--- config.mk ---
export PLATFORM = sky130hd
export DESIGN_NAME = regsel_xfer_seq
export DESIGN_NICKNAME = d
export VERILOG_FILES = /design/src/rtl/regsel_pkg.sv /design/src/rtl/regsel_popcnt.sv /design/src/rtl/regsel_hibit.sv /design/src/rtl/regsel_sticky.sv /design/src/rtl/regsel_xfer_seq.sv
export SDC_FILE = /design/constraint.sdc
export NUM_CORES = 1
export LEC_CHECK = 0
export BUFFER_PORTS_ARGS = -buffer_cell sky130_fd_sc_hd__buf_4
export CAP_MARGIN = 40
export CORE_UTILIZATION = 50
export DETAILED_ROUTE_END_ITERATION = 7
export HOLD_SLACK_MARGIN = 0.15
export PLACE_DENSITY = 0.84
export SLEW_MARGIN = 20
export SYNTH_ARGS = -nofsm -noshare
export SYNTH_HDL_FRONTEND = slang
export SYNTH_HIERARCHICAL = 1
export SYNTH_SLANG_ARGS = --single-unit
--- constraint.sdc ---
create_clock -name clk -period 3.3 [get_ports clk]
set_input_delay 0.495 -clock clk [delete_from_list [all_inputs] [get_ports clk]]
set_output_delay 0.495 -clock clk [all_outputs]
set_load 0.02 [all_outputs]
--- src/rtl/regsel_pkg.sv ---
package regsel_pkg;

  typedef enum logic [1:0] {
    ST_IDLE = 2'd0,
    ST_WIN  = 2'd1,
    ST_XFER = 2'd2
  } seq_state_e;

endpackage

--- src/rtl/regsel_popcnt.sv ---
// Counts the ones in a vector.
module regsel_popcnt #(
  parameter int W  = 8,
  parameter int CW = 4
) (
  input  logic [W-1:0]  vec_i,
  output logic [CW-1:0] cnt_o
);

  always_comb begin
    cnt_o = '0;
    for (int i = 0; i < W; i++) begin
      cnt_o = cnt_o + CW'(vec_i[i]);
    end
  end

endmodule

--- src/rtl/regsel_hibit.sv ---
// Index of the most significant set bit (zero when none set).
module regsel_hibit #(
  parameter int W  = 8,
  parameter int IW = 3
) (
  input  logic [W-1:0]  vec_i,
  output logic [IW-1:0] idx_o
);

  always_comb begin
    idx_o = '0;
    for (int i = 0; i < W; i++) begin
      if (vec_i[i]) idx_o = IW'(i);
    end
  end

endmodule

--- src/rtl/regsel_sticky.sv ---
// Sticky flag; a set request wins over a clear in the same cycle.
module regsel_sticky (
  input  logic clk,
  input  logic rst_n,
  input  logic set_i,
  input  logic clr_i,
  output logic flag_o
);

  logic flag_q, flag_d;

  always_comb begin
    flag_d = flag_q;
    if (clr_i) flag_d = 1'b0;
    if (set_i) flag_d = 1'b1;
  end

  always_ff @(posedge clk or negedge rst_n) begin
    if (!rst_n) flag_q <= 1'b0;
    else        flag_q <= flag_d;
  end

  assign flag_o = flag_q;

endmodule

--- src/rtl/regsel_xfer_seq.sv ---
module regsel_xfer_seq #(
  parameter int MASK_W        = 8,
  parameter int REG_W         = 16,
  parameter int WORDS_PER_REG = 3,   // must be 2 or more
  parameter int SYNC_STAGES   = 2
) (
  input  logic                                        clk,
  input  logic                                        rst_n,
  input  logic                                        prim_issue_i,
  input  logic [MASK_W-1:0]                           mask_i,
  input  logic                                        rd_stb_i,
  input  logic                                        wr_stb_i,
  input  logic                                        viol_clr_i,
  input  logic                                        xfer_rdy_i,
  output logic [REG_W-1:0]                            rd_data_o,
  output logic                                        viol_o,
  output logic [$clog2(WORDS_PER_REG*MASK_W+1)-1:0]   remain_o,
  output logic [$clog2(MASK_W)-1:0]                   reg_idx_o,
  output logic [$clog2(WORDS_PER_REG)-1:0]            word_idx_o
);

  import regsel_pkg::*;

  localparam int CNT_W  = $clog2(WORDS_PER_REG*MASK_W+1);
  localparam int IDX_W  = $clog2(MASK_W);
  localparam int WIDX_W = $clog2(WORDS_PER_REG);
  localparam int PAD_W  = REG_W - MASK_W;

  // ---------------- reset release synchronizer ----------------
  logic [SYNC_STAGES-1:0] rst_sync_q;
  logic                   rst_s_n;

  generate
    if (SYNC_STAGES == 1) begin : g_sync1
      always_ff @(posedge clk or negedge rst_n) begin
        if (!rst_n) rst_sync_q <= '0;
        else        rst_sync_q <= 1'b1;
      end
    end else begin : g_syncn
      always_ff @(posedge clk or negedge rst_n) begin
        if (!rst_n) rst_sync_q <= '0;
        else        rst_sync_q <= {rst_sync_q[SYNC_STAGES-2:0], 1'b1};
      end
    end
  endgenerate

  assign rst_s_n = rst_sync_q[SYNC_STAGES-1];

  // ---------------- state ----------------
  seq_state_e         state_q, state_d;
  logic [MASK_W-1:0]  mask_q,  mask_d;
  logic [MASK_W-1:0]  pend_q,  pend_d;
  logic [CNT_W-1:0]   remain_q, remain_d;
  logic [WIDX_W-1:0]  word_q,  word_d;

  logic               win;
  logic               legal_rd;
  logic               bad_rd;
  logic               viol_set;
  logic               step;
  logic               last_word;
  logic               seq_en;
  logic               mask_en;
  logic [CNT_W-1:0]   pop_cnt;
  logic [IDX_W-1:0]   hi_idx;

  regsel_popcnt #(.W(MASK_W), .CW(CNT_W)) u_pop (
    .vec_i (mask_q),
    .cnt_o (pop_cnt)
  );

  regsel_hibit #(.W(MASK_W), .IW(IDX_W)) u_hibit (
    .vec_i (pend_q),
    .idx_o (hi_idx)
  );

  assign win       = (state_q == ST_WIN);
  assign legal_rd  = rd_stb_i && win;
  assign bad_rd    = rd_stb_i && !win;
  assign viol_set  = bad_rd || wr_stb_i;
  assign step      = (state_q == ST_XFER) && xfer_rdy_i;
  assign last_word = (word_q == WIDX_W'(WORDS_PER_REG-1));

  // clock enables
  assign mask_en = prim_issue_i;
  assign seq_en  = prim_issue_i || legal_rd || step;

  // ---------------- next state ----------------
  always_comb begin
    state_d  = state_q;
    mask_d   = mask_q;
    pend_d   = pend_q;
    remain_d = remain_q;
    word_d   = word_q;
    if (prim_issue_i) begin
      mask_d   = mask_i;
      state_d  = ST_WIN;
      pend_d   = '0;
      remain_d = '0;
      word_d   = '0;
    end else begin
      unique case (state_q)
        ST_WIN: begin
          if (rd_stb_i) begin
            pend_d   = mask_q;
            remain_d = CNT_W'(WORDS_PER_REG) * pop_cnt;
            word_d   = '0;
            state_d  = (pop_cnt != '0) ? ST_XFER : ST_IDLE;
          end
        end
        ST_XFER: begin
          if (xfer_rdy_i) begin
            remain_d = remain_q - CNT_W'(1);
            if (last_word) begin
              word_d = '0;
              pend_d = pend_q & ~(MASK_W'(1) << hi_idx);
            end else begin
              word_d = word_q + WIDX_W'(1);
            end
            if (remain_q == CNT_W'(1)) state_d = ST_IDLE;
          end
        end
        default: ;
      endcase
    end
  end

  // ---------------- registers ----------------
  always_ff @(posedge clk or negedge rst_s_n) begin
    if (!rst_s_n) begin
      mask_q <= '0;
    end else if (mask_en) begin
      mask_q <= mask_d;
    end
  end

  always_ff @(posedge clk or negedge rst_s_n) begin
    if (!rst_s_n) begin
      state_q  <= ST_IDLE;
      pend_q   <= '0;
      remain_q <= '0;
      word_q   <= '0;
    end else if (seq_en) begin
      state_q  <= state_d;
      pend_q   <= pend_d;
      remain_q <= remain_d;
      word_q   <= word_d;
    end
  end

  regsel_sticky u_viol (
    .clk    (clk),
    .rst_n  (rst_s_n),
    .set_i  (viol_set),
    .clr_i  (viol_clr_i),
    .flag_o (viol_o)
  );

  // ---------------- outputs ----------------
  assign rd_data_o  = legal_rd ? {mask_q, {PAD_W{1'b0}}} : '0;
  assign remain_o   = remain_q;
  assign reg_idx_o  = hi_idx;
  assign word_idx_o = word_q;

endmodule

# Yosys cells after proc, flatten, opt, wreduce, memory -nomap -nowiden
# Index checks and enable logic that the tools add are counted.
# classes
add_sub_neg,9
mul,1
n_eq_ne,8
shift,1
muxes,30
bitwise,2
n_reduce_logical,13
# op_table
operator,n
$mux W8,4
$add A5 B1 Y5,6
$mux W2,11
$mux W16,1
$pmux W8 S2,1
$mux W5,3
$mux W3,4
$pmux W5 S2,1
$reduce_and A5 Y1,2
$ne A3 B3 Y1 const B,3
$and A8 B8 Y8,1
$not A8 Y8,1
$pmux W2 S2,2
$shl A1 B3 Y8 const A,1
$eq A5 B1 Y1 const B,1
$mul A2 B5 Y5 const A,1
$reduce_bool A5 Y1,1
$sub A5 B1 Y5 const B,1
$eq A2 B2 Y1 const B,2
$reduce_and A4 Y1,1
$logic_and A1 B1 Y1,3
$logic_or A1 B1 Y1,3
$mux W1,3
$ne A3 B2 Y1 const B,1
6 further kinds,6
# totals
regBits,28
inputBits,15
out_inout_bits,27
wordCells,71

# Longest topological paths before layout
# logic_depth
ltp_word,14
depth_mapped,13
ltp_nobuf,13

# By module
# The synthesis kept the hierarchy.
# modules_own_cells
mod,instances,cells_each,area_per_inst_um2,seq_area_each_um2
regsel_xfer_seq,1,150,1616.6,675.6
regsel_popcnt,1,24,203.9,0.0
regsel_hibit,1,10,45.0,0.0
regsel_sticky,1,3,36.3,25.0

# Worst setup path after synthesis
# No wires, ideal clock.
# synth_timing
path_type,flip-flop to flip-flop
start,reg mask_q[2]
end,reg remain_q[4] (netlist: remain_o[4])
setup_time_ns,0.122
arrival_time_ns,3.707
required_time_ns,3.178
setup_slack_ns,-0.529
path_stages_with_launch,13
path_buffers,0
period_less_slack_ns,3.829
cell_sequence,dfrtp_1 > inv_1 > fa_1 > fa_1 > fa_1 > fa_1 > xnor2_1 > inv_1 > ha_1 > a21oi_1 > nand2_1 > or3_1 > a32o_1
# synth_between
elab_chain_len,10
# synth_rtl
item,line,rtl
from (decl),regsel_xfer_seq.sv:51,"logic [MASK_W-1:0] mask_q, mask_d;"
from (signal assigned),regsel_xfer_seq.sv:133,mask_q <= mask_d;
$add A5 B1 Y5 (6 in series),regsel_popcnt.sv:13,cnt_o = cnt_o + CW'(vec_i[i]);
net pop_cnt[2],regsel_xfer_seq.sv:64,logic [CNT_W-1:0] pop_cnt;
$mul A2 B5 Y5,regsel_xfer_seq.sv:106,remain_d = CNT_W'(WORDS_PER_REG) * pop_cnt;
$mux W5,regsel_xfer_seq.sv:104,if (rd_stb_i) begin
$pmux W5 S2,regsel_xfer_seq.sv:102,unique case (state_q)
$mux W5,regsel_xfer_seq.sv:95,if (prim_issue_i) begin
to (signal assigned),regsel_xfer_seq.sv:146,remain_q <= remain_d;
to (decl),regsel_xfer_seq.sv:53,"logic [CNT_W-1:0] remain_q, remain_d;"
# The timed path passes the listed nets, and every way through them passes these cells. The select of a mux whose other input is x is not followed.
# A chain may end at the register's enable or synchronous reset.

# Worst setup path after layout
# layout_timing
start,reg mask_q[3]
end,reg remain_q[4] (netlist: remain_o[4])
# layout_between
elab_chain_len,9
# layout_rtl
item,line
$add A5 B1 Y5 (5 in series),regsel_popcnt.sv:13
net pop_cnt[2],regsel_xfer_seq.sv:64
$mul A2 B5 Y5,regsel_xfer_seq.sv:106
$mux W5,regsel_xfer_seq.sv:104
$pmux W5 S2,regsel_xfer_seq.sv:102
$mux W5,regsel_xfer_seq.sv:95
# The timed path passes the listed nets, and every way through them passes these cells. The select of a mux whose other input is x is not followed.

==> summary.md <==
| Metric | Value |
|---|---|
| Final hold vios | 0 |
| CP endpoint | remain_o[4]$_DFFE_PN0P_ |
| Num CTS Buffers | 3 |
| H-tree levels | 1 |
| Min-delay worst type | reg -> async |
| Slew margin rel. | 0.586 |
| R2r endpoint | remain_o[4]$_DFFE_PN0P_ |
| Overflow left after global routing | 0 |
| Critical Path AT | 3.73 ns |
| Synth warnings | 6 |
| Initial antenna violation count | 0 |
| CTS clock-pin slew for the worst setup and hold paths | 0.09 ns |
| Fmax | 281 MHz |
| Routed vias/inst | 5.50 |
| RSZ-0062 raised after global routing | yes |
| Setup CP Type | reg -> reg |
| Final Skew | 0.00422 ns |
| Crit-path cells | inv_2, fa_1, fa_1, fa_2, fa_2, xnor2_2, inv_1, ha_4, a21oi_2, nand2_1, or3_1, a32o_1 |
| Largest net degree at the start of global routing | 19 |
| Post-DRT Antenna Nets | 0 |
| Status | complete, but fails checks |
| Final setup margin | -0.264 ns |
| VDD IR max | 0.347 mV |
| Nets | 259 |
| Die Ht | 62.9 um |
| Critical Path Fanout Max | 3 |
| Pre-antenna DRT Iters | 4 |
| Storage cell area | 676 sq um |
| Die X | 62.9 um |
| DR vias | 1,508 |
| Worst r2r src | mask_q[3]$_DFFE_PN0P_ |
| Number of DRC markers in iteration 0 | 169 |
| CP peak stage delay | 0.51 ns |
| Clock Tree Root | clkbuf_8 |
| Minimum clock period | 3.56 ns |
| Top Ports | 42 |
| Final wirelength | 4010 um |
| Remaining DRCs | 0 |
| Hold_ws | 0.188 ns |
| Max-cap viol count | 0 |
| Starting density of the core | 0.539 |
| Worst-skew pair later-pin latency | 0.27 ns |
| Syn avg cell area | 10.1 sq um |
| Crit end category | flop |
| Diodes inserted | 0 |
| # clock sinks | 27 |
| Vias in the first global route | 1,495 |
| Core Area | 3440 sq um |
| CTS tree | built |
| Share of layout cells above drive strength 1 | 0.333 |
| FILL cells | 252 |
| Core Util, Final | 0.675 |
| Total GRT Usage | 0.224 |
| First-pass GRT wire length | 6960 um |
| Startpoint Class | flop |
| CP required | 3.47 ns |
| Pwr/cell area | 664 nW/um^2 |
| Slew Viols, Final | 0 |
| Period utilization | 1.08 |
| Multi-input logic area | 1060 sq um |
| Post-DP HPWL | 2990 um |
| Least-Margin Pin Slew | 0.616 ns |
| GPL Wtd Cong | 0.815 |
| Synth Instances | 184 |
| Die ar. | 3960 sq um |
| Rows | 21 |
| Crit path from | mask_q[3]$_DFFE_PN0P_ |
| Slowest CP cell | fa_1 |
| Failing checks | negative setup slack |
| Clock tree buffer depth | 2 |
| Reg-to-reg slack, setup | -0.26 ns |
| PortBufs | 33 |
| Reg2reg path depth | 12 |
| Wire per inst | 14.6 um |
| Mapped cell area | 1860 sq um |
| P&R area growth vs syn | 25.1% |
| Finish-stage setup viols | 3 |
| Static Leak | 1.14 nW |
critical path: cells and delay by family, from the launching register on:
| family | cells | cell delay [ns] |
|---|---|---|
| simple gates | 2 | 0.43 |
| buf+inv | 2 | 0.16 |
| xor+xnor | 1 | 0.19 |
| fa+ha+maj | 5 | 1.91 |
| flops | 1 | 0.40 |
| compound gates | 2 | 0.36 |
through the flow:
| step | power, W | area [sq um] | worst slack (ns) | instances | setup TNS (ns) |
|---|---|---|---|---|---|
| floorplan | 0.00100 | 1910 | -0.310 | 191 | -0.527 |
| global placement | 0.00122 | 2190 | -0.207 | 265 | -0.516 |
| detailed placement | 0.00125 | 2220 | -0.319 | 266 | -0.762 |
| CTS | 0.00153 | 2320 | -0.197 | 273 | -0.430 |
| global route | 0.00167 | 2320 | -0.394 | 274 | -0.950 |
| finish | 0.00154 | 2320 | -0.264 | 274 | -0.547 |
how the worst min path moves through the flow:
stage               slack [ns]  cells after the start                       to               startpoint
finish                    0.19                      0  remain_o[1]$_DFFE_PN0P_  rst_sync_q[1]$_DFF_PN0_
global route              0.22                      0    mask_q[0]$_DFFE_PN0P_  rst_sync_q[1]$_DFF_PN0_
CTS                       0.20                      0    mask_q[0]$_DFFE_PN0P_  rst_sync_q[1]$_DFF_PN0_
detailed placement        0.19                      0    mask_q[0]$_DFFE_PN0P_  rst_sync_q[1]$_DFF_PN0_
global placement          0.28                      1  rst_sync_q[1]$_DFF_PN0_                    rst_n
floorplan                 0.20                      0  rst_sync_q[0]$_DFF_PN0_                    rst_n
state kept, by name (all words and copies together), names as in the netlist:
signal	count
word_idx_o	2
u_viol/flag_o	1
state_q	2
rst_sync_q	2
mask_q	8
remain_o	5
pend_q	7
repair_timing:
item                       CTS  global route
resized for setup            7             0
hold buffers                 1             0
hold endpoints to repair     2             0
pin swaps                    5             3
setup endpoints to repair    3             3
setup buffers                2             1
layout make-up:
class | instances | area share
Clock buffer | 4 | 0.0194
Multi-Input combinational cell | 123 | 0.457
Sequential cell | 27 | 0.291
Timing Repair Buffer | 48 | 0.165
Inverter | 26 | 0.0431
Tap cell | 46 | 0.0248
cell usage in the layout, fill, tap and decap left out, types with 4 or more instances in the layout:
cell type  instances
ha_1               8
a221o_1            7
nor2_1             8
dfrtp_1           27
and2_1             8
o31ai_1            4
nand2_1            9
o311a_1            7
mux2_2             8
buf_4             46
o21ai_0            4
inv_1             23
conb_1            10
a21oi_1            7
where the power goes:
part	switching, W	internal [W]	total, W
Combinational	0.000464	0.000443	0.000908
Clock	0.000103	0.0000865	0.000190
Sequential	0.0000665	0.000380	0.000446
layer usage:
layer | wire, um | GRT usage | vias to the layer above
met5 | 0 | 0 | -
met4 | 38 | 0.0698 | 0
met3 | 156 | 0.0255 | 4
met2 | 2000 | 0.368 | 44
met1 | 1820 | 0.307 | 753
li1 | - | - | 707
(Power assumes the default switching activity.)
